**src/rtl/apbsf_pkg.sv**
```systemverilog
package apbsf_pkg;
  typedef enum logic [1:0] {
    ST_IDLE   = 2'd0,
    ST_SETUP  = 2'd1,
    ST_ACCESS = 2'd2,
    ST_RESP   = 2'd3
  } apbsf_state_e;
endpackage

```
**src/rtl/apbsf_decode.sv**
```systemverilog
module apbsf_decode #(
  parameter int           N         = 4,
  parameter int           SLOT_W    = 3,
  parameter logic [N-1:0] OPEN_MASK = '0
) (
  input  logic [SLOT_W-1:0] slot,
  input  logic              nonsec,
  input  logic [N-1:0]      cfg,
  output logic [N-1:0]      sel_onehot,
  output logic              is_periph,
  output logic              is_cfg,
  output logic              allowed
);
  logic [N-1:0] locked;

  for (genvar i = 0; i < N; i++) begin : g_slot
    assign sel_onehot[i] = (slot == SLOT_W'(i));
    // a peripheral is closed to non-secure requests when its bit is set
    // and it is not one of the always-open slots
    assign locked[i]     = cfg[i] & ~OPEN_MASK[i];
  end

  assign is_periph = (slot < SLOT_W'(N));
  assign is_cfg    = (slot == SLOT_W'(N));
  assign allowed   = is_periph & (~nonsec | ~|(sel_onehot & locked));
endmodule

```
**src/rtl/apbsf_cfg_reg.sv**
```systemverilog
module apbsf_cfg_reg #(
  parameter int N = 4
) (
  input  logic         clk,
  input  logic         rst_n,
  input  logic         wr_en,
  input  logic [N-1:0] wr_data,
  output logic [N-1:0] cfg_q
);
  always_ff @(posedge clk or negedge rst_n) begin
    if (!rst_n)     cfg_q <= '1;
    else if (wr_en) cfg_q <= wr_data;
  end
endmodule

```
**src/rtl/apbsf_seq.sv**
```systemverilog
module apbsf_seq
  import apbsf_pkg::*;
#(
  parameter int N      = 4,
  parameter int ADDR_W = 16,
  parameter int DATA_W = 32
) (
  input  logic              clk,
  input  logic              rst_n,
  input  logic              start_apb,
  input  logic              start_local,
  input  logic [ADDR_W-1:0] in_addr,
  input  logic              in_write,
  input  logic [DATA_W-1:0] in_wdata,
  input  logic [N-1:0]      in_sel,
  input  logic [DATA_W-1:0] local_rdata,
  input  logic              local_err,
  output logic              idle,
  output logic [N-1:0]      psel,
  output logic              penable,
  output logic [ADDR_W-1:0] paddr,
  output logic              pwrite,
  output logic [DATA_W-1:0] pwdata,
  input  logic [DATA_W-1:0] prdata,
  input  logic              pready,
  input  logic              pslverr,
  output logic              rsp_valid,
  input  logic              rsp_ready,
  output logic [DATA_W-1:0] rsp_rdata,
  output logic              rsp_err
);
  apbsf_state_e state_q;
  logic [N-1:0] sel_q;

  always_ff @(posedge clk or negedge rst_n) begin
    if (!rst_n) begin
      state_q   <= ST_IDLE;
      sel_q     <= '0;
      paddr     <= '0;
      pwrite    <= 1'b0;
      pwdata    <= '0;
      rsp_rdata <= '0;
      rsp_err   <= 1'b0;
    end else begin
      unique case (state_q)
        ST_IDLE: begin
          if (start_apb) begin
            state_q <= ST_SETUP;
            sel_q   <= in_sel;
            paddr   <= in_addr;
            pwrite  <= in_write;
            pwdata  <= in_wdata;
          end else if (start_local) begin
            state_q   <= ST_RESP;
            rsp_rdata <= local_rdata;
            rsp_err   <= local_err;
          end
        end
        ST_SETUP: state_q <= ST_ACCESS;
        ST_ACCESS: begin
          if (pready) begin
            state_q   <= ST_RESP;
            rsp_rdata <= pwrite ? '0 : prdata;
            rsp_err   <= pslverr;
          end
        end
        ST_RESP: if (rsp_ready) state_q <= ST_IDLE;
        default: state_q <= ST_IDLE;
      endcase
    end
  end

  assign idle      = (state_q == ST_IDLE);
  assign psel      = (state_q == ST_SETUP || state_q == ST_ACCESS) ? sel_q : '0;
  assign penable   = (state_q == ST_ACCESS);
  assign rsp_valid = (state_q == ST_RESP);
endmodule

```
**src/rtl/apb_sec_filter.sv**
```systemverilog
module apb_sec_filter #(
  parameter int           N         = 4,
  parameter int           ADDR_W    = 16,
  parameter int           DATA_W    = 32,
  parameter int           SLOT_LSB  = 12,
  parameter logic [N-1:0] OPEN_MASK = 4'b1000
) (
  input  logic              clk,
  input  logic              rst_n,
  input  logic              req_valid,
  output logic              req_ready,
  input  logic [ADDR_W-1:0] req_addr,
  input  logic              req_write,
  input  logic [DATA_W-1:0] req_wdata,
  input  logic              req_nonsec,
  output logic              rsp_valid,
  input  logic              rsp_ready,
  output logic [DATA_W-1:0] rsp_rdata,
  output logic              rsp_err,
  output logic [N-1:0]      psel,
  output logic              penable,
  output logic [ADDR_W-1:0] paddr,
  output logic              pwrite,
  output logic [DATA_W-1:0] pwdata,
  input  logic [DATA_W-1:0] prdata,
  input  logic              pready,
  input  logic              pslverr
);
  localparam int SLOT_W = $clog2(N + 1);

  logic [N-1:0] cfg_q, sel_onehot;
  logic is_periph, is_cfg, allowed, idle, accept;
  logic start_apb, start_local, local_err, cfg_we;
  logic [DATA_W-1:0] local_rdata;

  apbsf_decode #(.N(N), .SLOT_W(SLOT_W), .OPEN_MASK(OPEN_MASK)) u_dec (
    .slot(req_addr[SLOT_LSB +: SLOT_W]), .nonsec(req_nonsec), .cfg(cfg_q),
    .sel_onehot(sel_onehot), .is_periph(is_periph), .is_cfg(is_cfg),
    .allowed(allowed)
  );

  assign req_ready   = idle;
  assign accept      = req_valid & idle;
  assign start_apb   = accept & allowed;
  assign start_local = accept & ~allowed;
  assign cfg_we      = accept & is_cfg & req_write & ~req_nonsec;
  // everything answered locally is an error except a config read or a secure config write
  assign local_err   = ~is_cfg | (req_write & req_nonsec);
  assign local_rdata = (is_cfg & ~req_write) ? DATA_W'(cfg_q) : '0;

  apbsf_cfg_reg #(.N(N)) u_cfg (
    .clk(clk), .rst_n(rst_n), .wr_en(cfg_we), .wr_data(req_wdata[N-1:0]),
    .cfg_q(cfg_q)
  );

  apbsf_seq #(.N(N), .ADDR_W(ADDR_W), .DATA_W(DATA_W)) u_seq (
    .clk(clk), .rst_n(rst_n), .start_apb(start_apb), .start_local(start_local),
    .in_addr(req_addr), .in_write(req_write), .in_wdata(req_wdata),
    .in_sel(sel_onehot), .local_rdata(local_rdata), .local_err(local_err),
    .idle(idle), .psel(psel), .penable(penable), .paddr(paddr),
    .pwrite(pwrite), .pwdata(pwdata), .prdata(prdata), .pready(pready),
    .pslverr(pslverr), .rsp_valid(rsp_valid), .rsp_ready(rsp_ready),
    .rsp_rdata(rsp_rdata), .rsp_err(rsp_err)
  );
endmodule

```
**config.mk**
```make
export PLATFORM = sky130hd
export DESIGN_NAME = apb_sec_filter
export DESIGN_NICKNAME = d
export VERILOG_FILES = /design/src/rtl/apbsf_pkg.sv /design/src/rtl/apbsf_decode.sv /design/src/rtl/apbsf_cfg_reg.sv /design/src/rtl/apbsf_seq.sv /design/src/rtl/apb_sec_filter.sv
export SDC_FILE = /design/constraint.sdc
export NUM_CORES = 1
export LEC_CHECK = 0
export BUFFER_PORTS_ARGS = -buffer_cell sky130_fd_sc_hd__buf_2
export CAP_MARGIN = 30
export CORE_MARGIN = 2
export CORE_UTILIZATION = 40
export CTS_BUF_LIST = sky130_fd_sc_hd__clkbuf_8
export DETAILED_ROUTE_END_ITERATION = 7
export PLACE_DENSITY = 0.69
export SETUP_SLACK_MARGIN = 0.05
export SLEW_MARGIN = 15
export SYNTH_ARGS = -nofsm -noshare
export SYNTH_HDL_FRONTEND = slang
export SYNTH_SLANG_ARGS = --single-unit
export TNS_END_PERCENT = 1
```
**constraint.sdc**
```tcl
create_clock -name clk -period 2.5 [get_ports clk]
set_clock_uncertainty 0.05 [all_clocks]
set_input_delay 0.375 -clock clk [delete_from_list [all_inputs] [get_ports clk]]
set_output_delay 0.375 -clock clk [all_outputs]
set_load 0.01 [all_outputs]
```
==> impl_metrics.json <==
{
  "status": "finished clean",
  "design.die.area_um2": 11050,
  "dp_hpwl_mm": 6.595,
  "area_growth_pct": 31.70,
  "ctsLongestPathBuffers": 2,
  "ys_seq_area_frac": 0.5643,
  "fillers": 849,
  "place_congestion": 0.7048,
  "clock_latency_ns": 0.36,
  "pre_cts_slack_ns": 0.2614,
  "synth_cell_types": 27,
  "cp-start-kind": "register",
  "syn_area_um2": 4089,
  "grt_pass1_wl_mm": 14.92,
  "path_class": "register to register",
  "powerDensity_nw_per_um2": 1172,
  "endpoint_kind": "register",
  "p_leak_uw": 0.003032,
  "hold_ws_ns": 0.1929,
  "cts_hold_buf": 1,
  "drc_errors": 0,
  "grt_pass1_vias": 2932,
  "core_area_um2": 9864,
  "syn_nets": 388,
  "hold_class": "input pin to register",
  "worstMarginPinSlew_ns": 0.5304,
  "fin_crit_sh": 0.8905,
  "finish.net_count": 570,
  "io_buffers": 176,
  "multi_input_area_um2": 1548,
  "ys_ff_latch": 92,
  "numCtsBuffers": 9,
  "drt-pass1-iter-count": 5,
  "antenna_found_initial": 0,
  "critPathArrivalTime_ns": 2.44,
  "h-tree-depth": 3,
  "initial_core_util": 0.4145,
  "drive_above_1_share": 0.5558,
  "wl_per_cell_um": 14.59,
  "die_y_um": 105.1,
  "wl_mm": 9.005,
  "max_slew_margin": 0.6452,
  "required_ns": 2.72,
  "grt_overflow": 0,
  "final_cells": 617,
  "ys_warn_count": 0,
  "rsz0062_at_grt": "false",
  "grt.total_usage": 0.1706,
  "path_max_fanout": 19,
  "setup_slack_ns": 0.2739,
  "io_pins": 177,
  "grt_max_degree": 55,
  "setup_tns_ns": 0,
  "cts_tree": "yes",
  "setup-violations-final": 0,
  "antenna_cells": 0,
  "cts_setup_buffers": 0,
  "die-width_um": 105.1,
  "fmax_mhz": 449.2,
  "drtIter0Drc": 72,
  "maxCapViolations": 0,
  "clockRootBuffer": "clkbuf_8",
  "min_period_ns": 2.226,
  "ctsResizeCount": 0,
  "vias_per_cell": 4.600,
  "ant_nets": 0,
  "clock_sinks": 92,
  "hold_viol": 0,
  "slew_viol_final": 0,
  "placed_cells": 600,
  "ir_drop_v": 0.0004907,
  "synthesis.instances": 297,
  "route.vias.total": 2838,
  "syn_area_per_cell_um2": 13.77,
  "clkTransAtPathRegs_ns": 0.09,
  "row_count": 36,
  "seq_area_um2": 2307
}
## per-stage QoR
stage / power (uW) / utilization / area, um2
2_1_floorplan: 4186 / - / 4089
3_3_place_gp: 5078 / 0.5195 / 5125
3_5_place_dp: 5142 / 0.5195 / 5125
4_1_cts: 6396 / 0.5459 / 5385
5_1_grt: 6715 / 0.5459 / 5385
6_report: 6312 / 0.5459 / 5385
## cell usage in the layout (no fill, tap or decap), drive strengths merged, types with 2 or more instances in the layout
| master | count |
|---|---|
| bufinv | 3 |
| a21oi | 2 |
| clkbuf | 11 |
| dfrtp | 88 |
| and2 | 5 |
| nor3b | 3 |
| inv | 37 |
| ha | 3 |
| dfstp | 4 |
| mux2i | 30 |
| mux2 | 61 |
| a22o | 5 |
| buf | 184 |
| nor2 | 5 |
| nand2 | 31 |
## critical path, stage by stage (launching register included)
cell	delay [ns]
dfrtp_1	0.41
inv_1	0.09
ha_1	0.26
inv_1	0.10
o41ai_4	0.58
buf_4	0.42
mux2i_1	0.22
## path summary, 6_finish.rpt
path / startpoint / to / slack [ns] / cells after the start
worst max-delay path: u_seq.state_q[0] / u_seq.rsp_rdata[21] / 0.27 / 6
worst min-delay path: prdata[7] / u_seq.rsp_rdata[7] / 0.19 / 3
worst max register to register: u_seq.state_q[0] / u_seq.rsp_rdata[21] / 0.27 / 6
worst min register to register: u_seq.paddr[14] / u_seq.paddr[14] / 0.44 / 1
max in group asynchronous: rst_n / u_cfg.cfg_q[2] / 1.34 / 3
min in group asynchronous: rst_n / u_seq.pwdata[2] / 0.38 / 2
## metal layers
layer | up-vias | GRT usage | routed length [um]
li1 | 1344 | - | -
met2 | 106 | 0.2616 | 4120
met5 | - | 0 | 0
met3 | 12 | 0.03743 | 589
met1 | 1376 | 0.2334 | 4141
met4 | 0 | 0.07143 | 153
## report_power, final
part | switching [uW] | total (uW) | internal [uW]
Sequential | 304 | 2370 | 2070
Clock | 506 | 1220 | 714
Combinational | 1250 | 2720 | 1470
## final cells by class
cell class	instances	share of cell area
multi-input combinational	155	0.2874
tap	133	0.03090
inverter	36	0.02509
sequential	92	0.4284
clock inverter	5	0.01836
clock buffer	11	0.02811
timing repair buffer	185	0.1817
## cell usage after synthesis
master | n | share of area
nand2_1 | 31 | 0.028
o221ai_1 | 1 | 0.0021
nor3b_1 | 3 | 0.0055
dfrtp_1 | 88 | 0.54
and4b_1 | 1 | 0.0024
dfstp_2 | 4 | 0.026
buf_4 | 1 | 0.0018
ha_1 | 3 | 0.0092
clkbuf_1 | 4 | 0.0037
a21oi_1 | 2 | 0.0024
nor2_1 | 5 | 0.0046
nor3_1 | 1 | 0.0012
or4b_2 | 1 | 0.0024
inv_1 | 36 | 0.033
nand2b_1 | 1 | 0.0015
or4_1 | 1 | 0.0018
o41ai_4 | 1 | 0.0067
mux2i_1 | 30 | 0.073
buf_6 | 6 | 0.017
mux2_4 | 47 | 0.17
o211a_1 | 1 | 0.0024
buf_2 | 3 | 0.0037
and2_1 | 5 | 0.0076
nor4_1 | 1 | 0.0015
mux2_2 | 14 | 0.039
a22o_1 | 5 | 0.011
or2_2 | 1 | 0.0015
## flip-flops by register name, summed over array words and instances (netlist names)
| name | flops |
|---|---|
| u_cfg.cfg_q | 4 |
| u_seq.paddr | 16 |
| u_seq.pwdata | 32 |
| u_seq.pwrite | 1 |
| u_seq.rsp_err | 1 |
| u_seq.rsp_rdata | 32 |
| u_seq.sel_q | 4 |
| u_seq.state_q | 2 |
## logic make-up (layout without fill, tap and decap cells)
group | Yosys count | in the layout | share of synthesized area
and+or+nand+nor | 51 | 51 | 0.05875
muxes | 91 | 91 | 0.2846
DFF | 92 | 92 | 0.5643
adders and majority gates | 3 | 3 | 0.009181
AOI/OAI and AO/OA | 10 | 10 | 0.02448
buffers and inverters | 50 | 237 | 0.05875
Note: power is estimated with default switching activity, not from simulation.
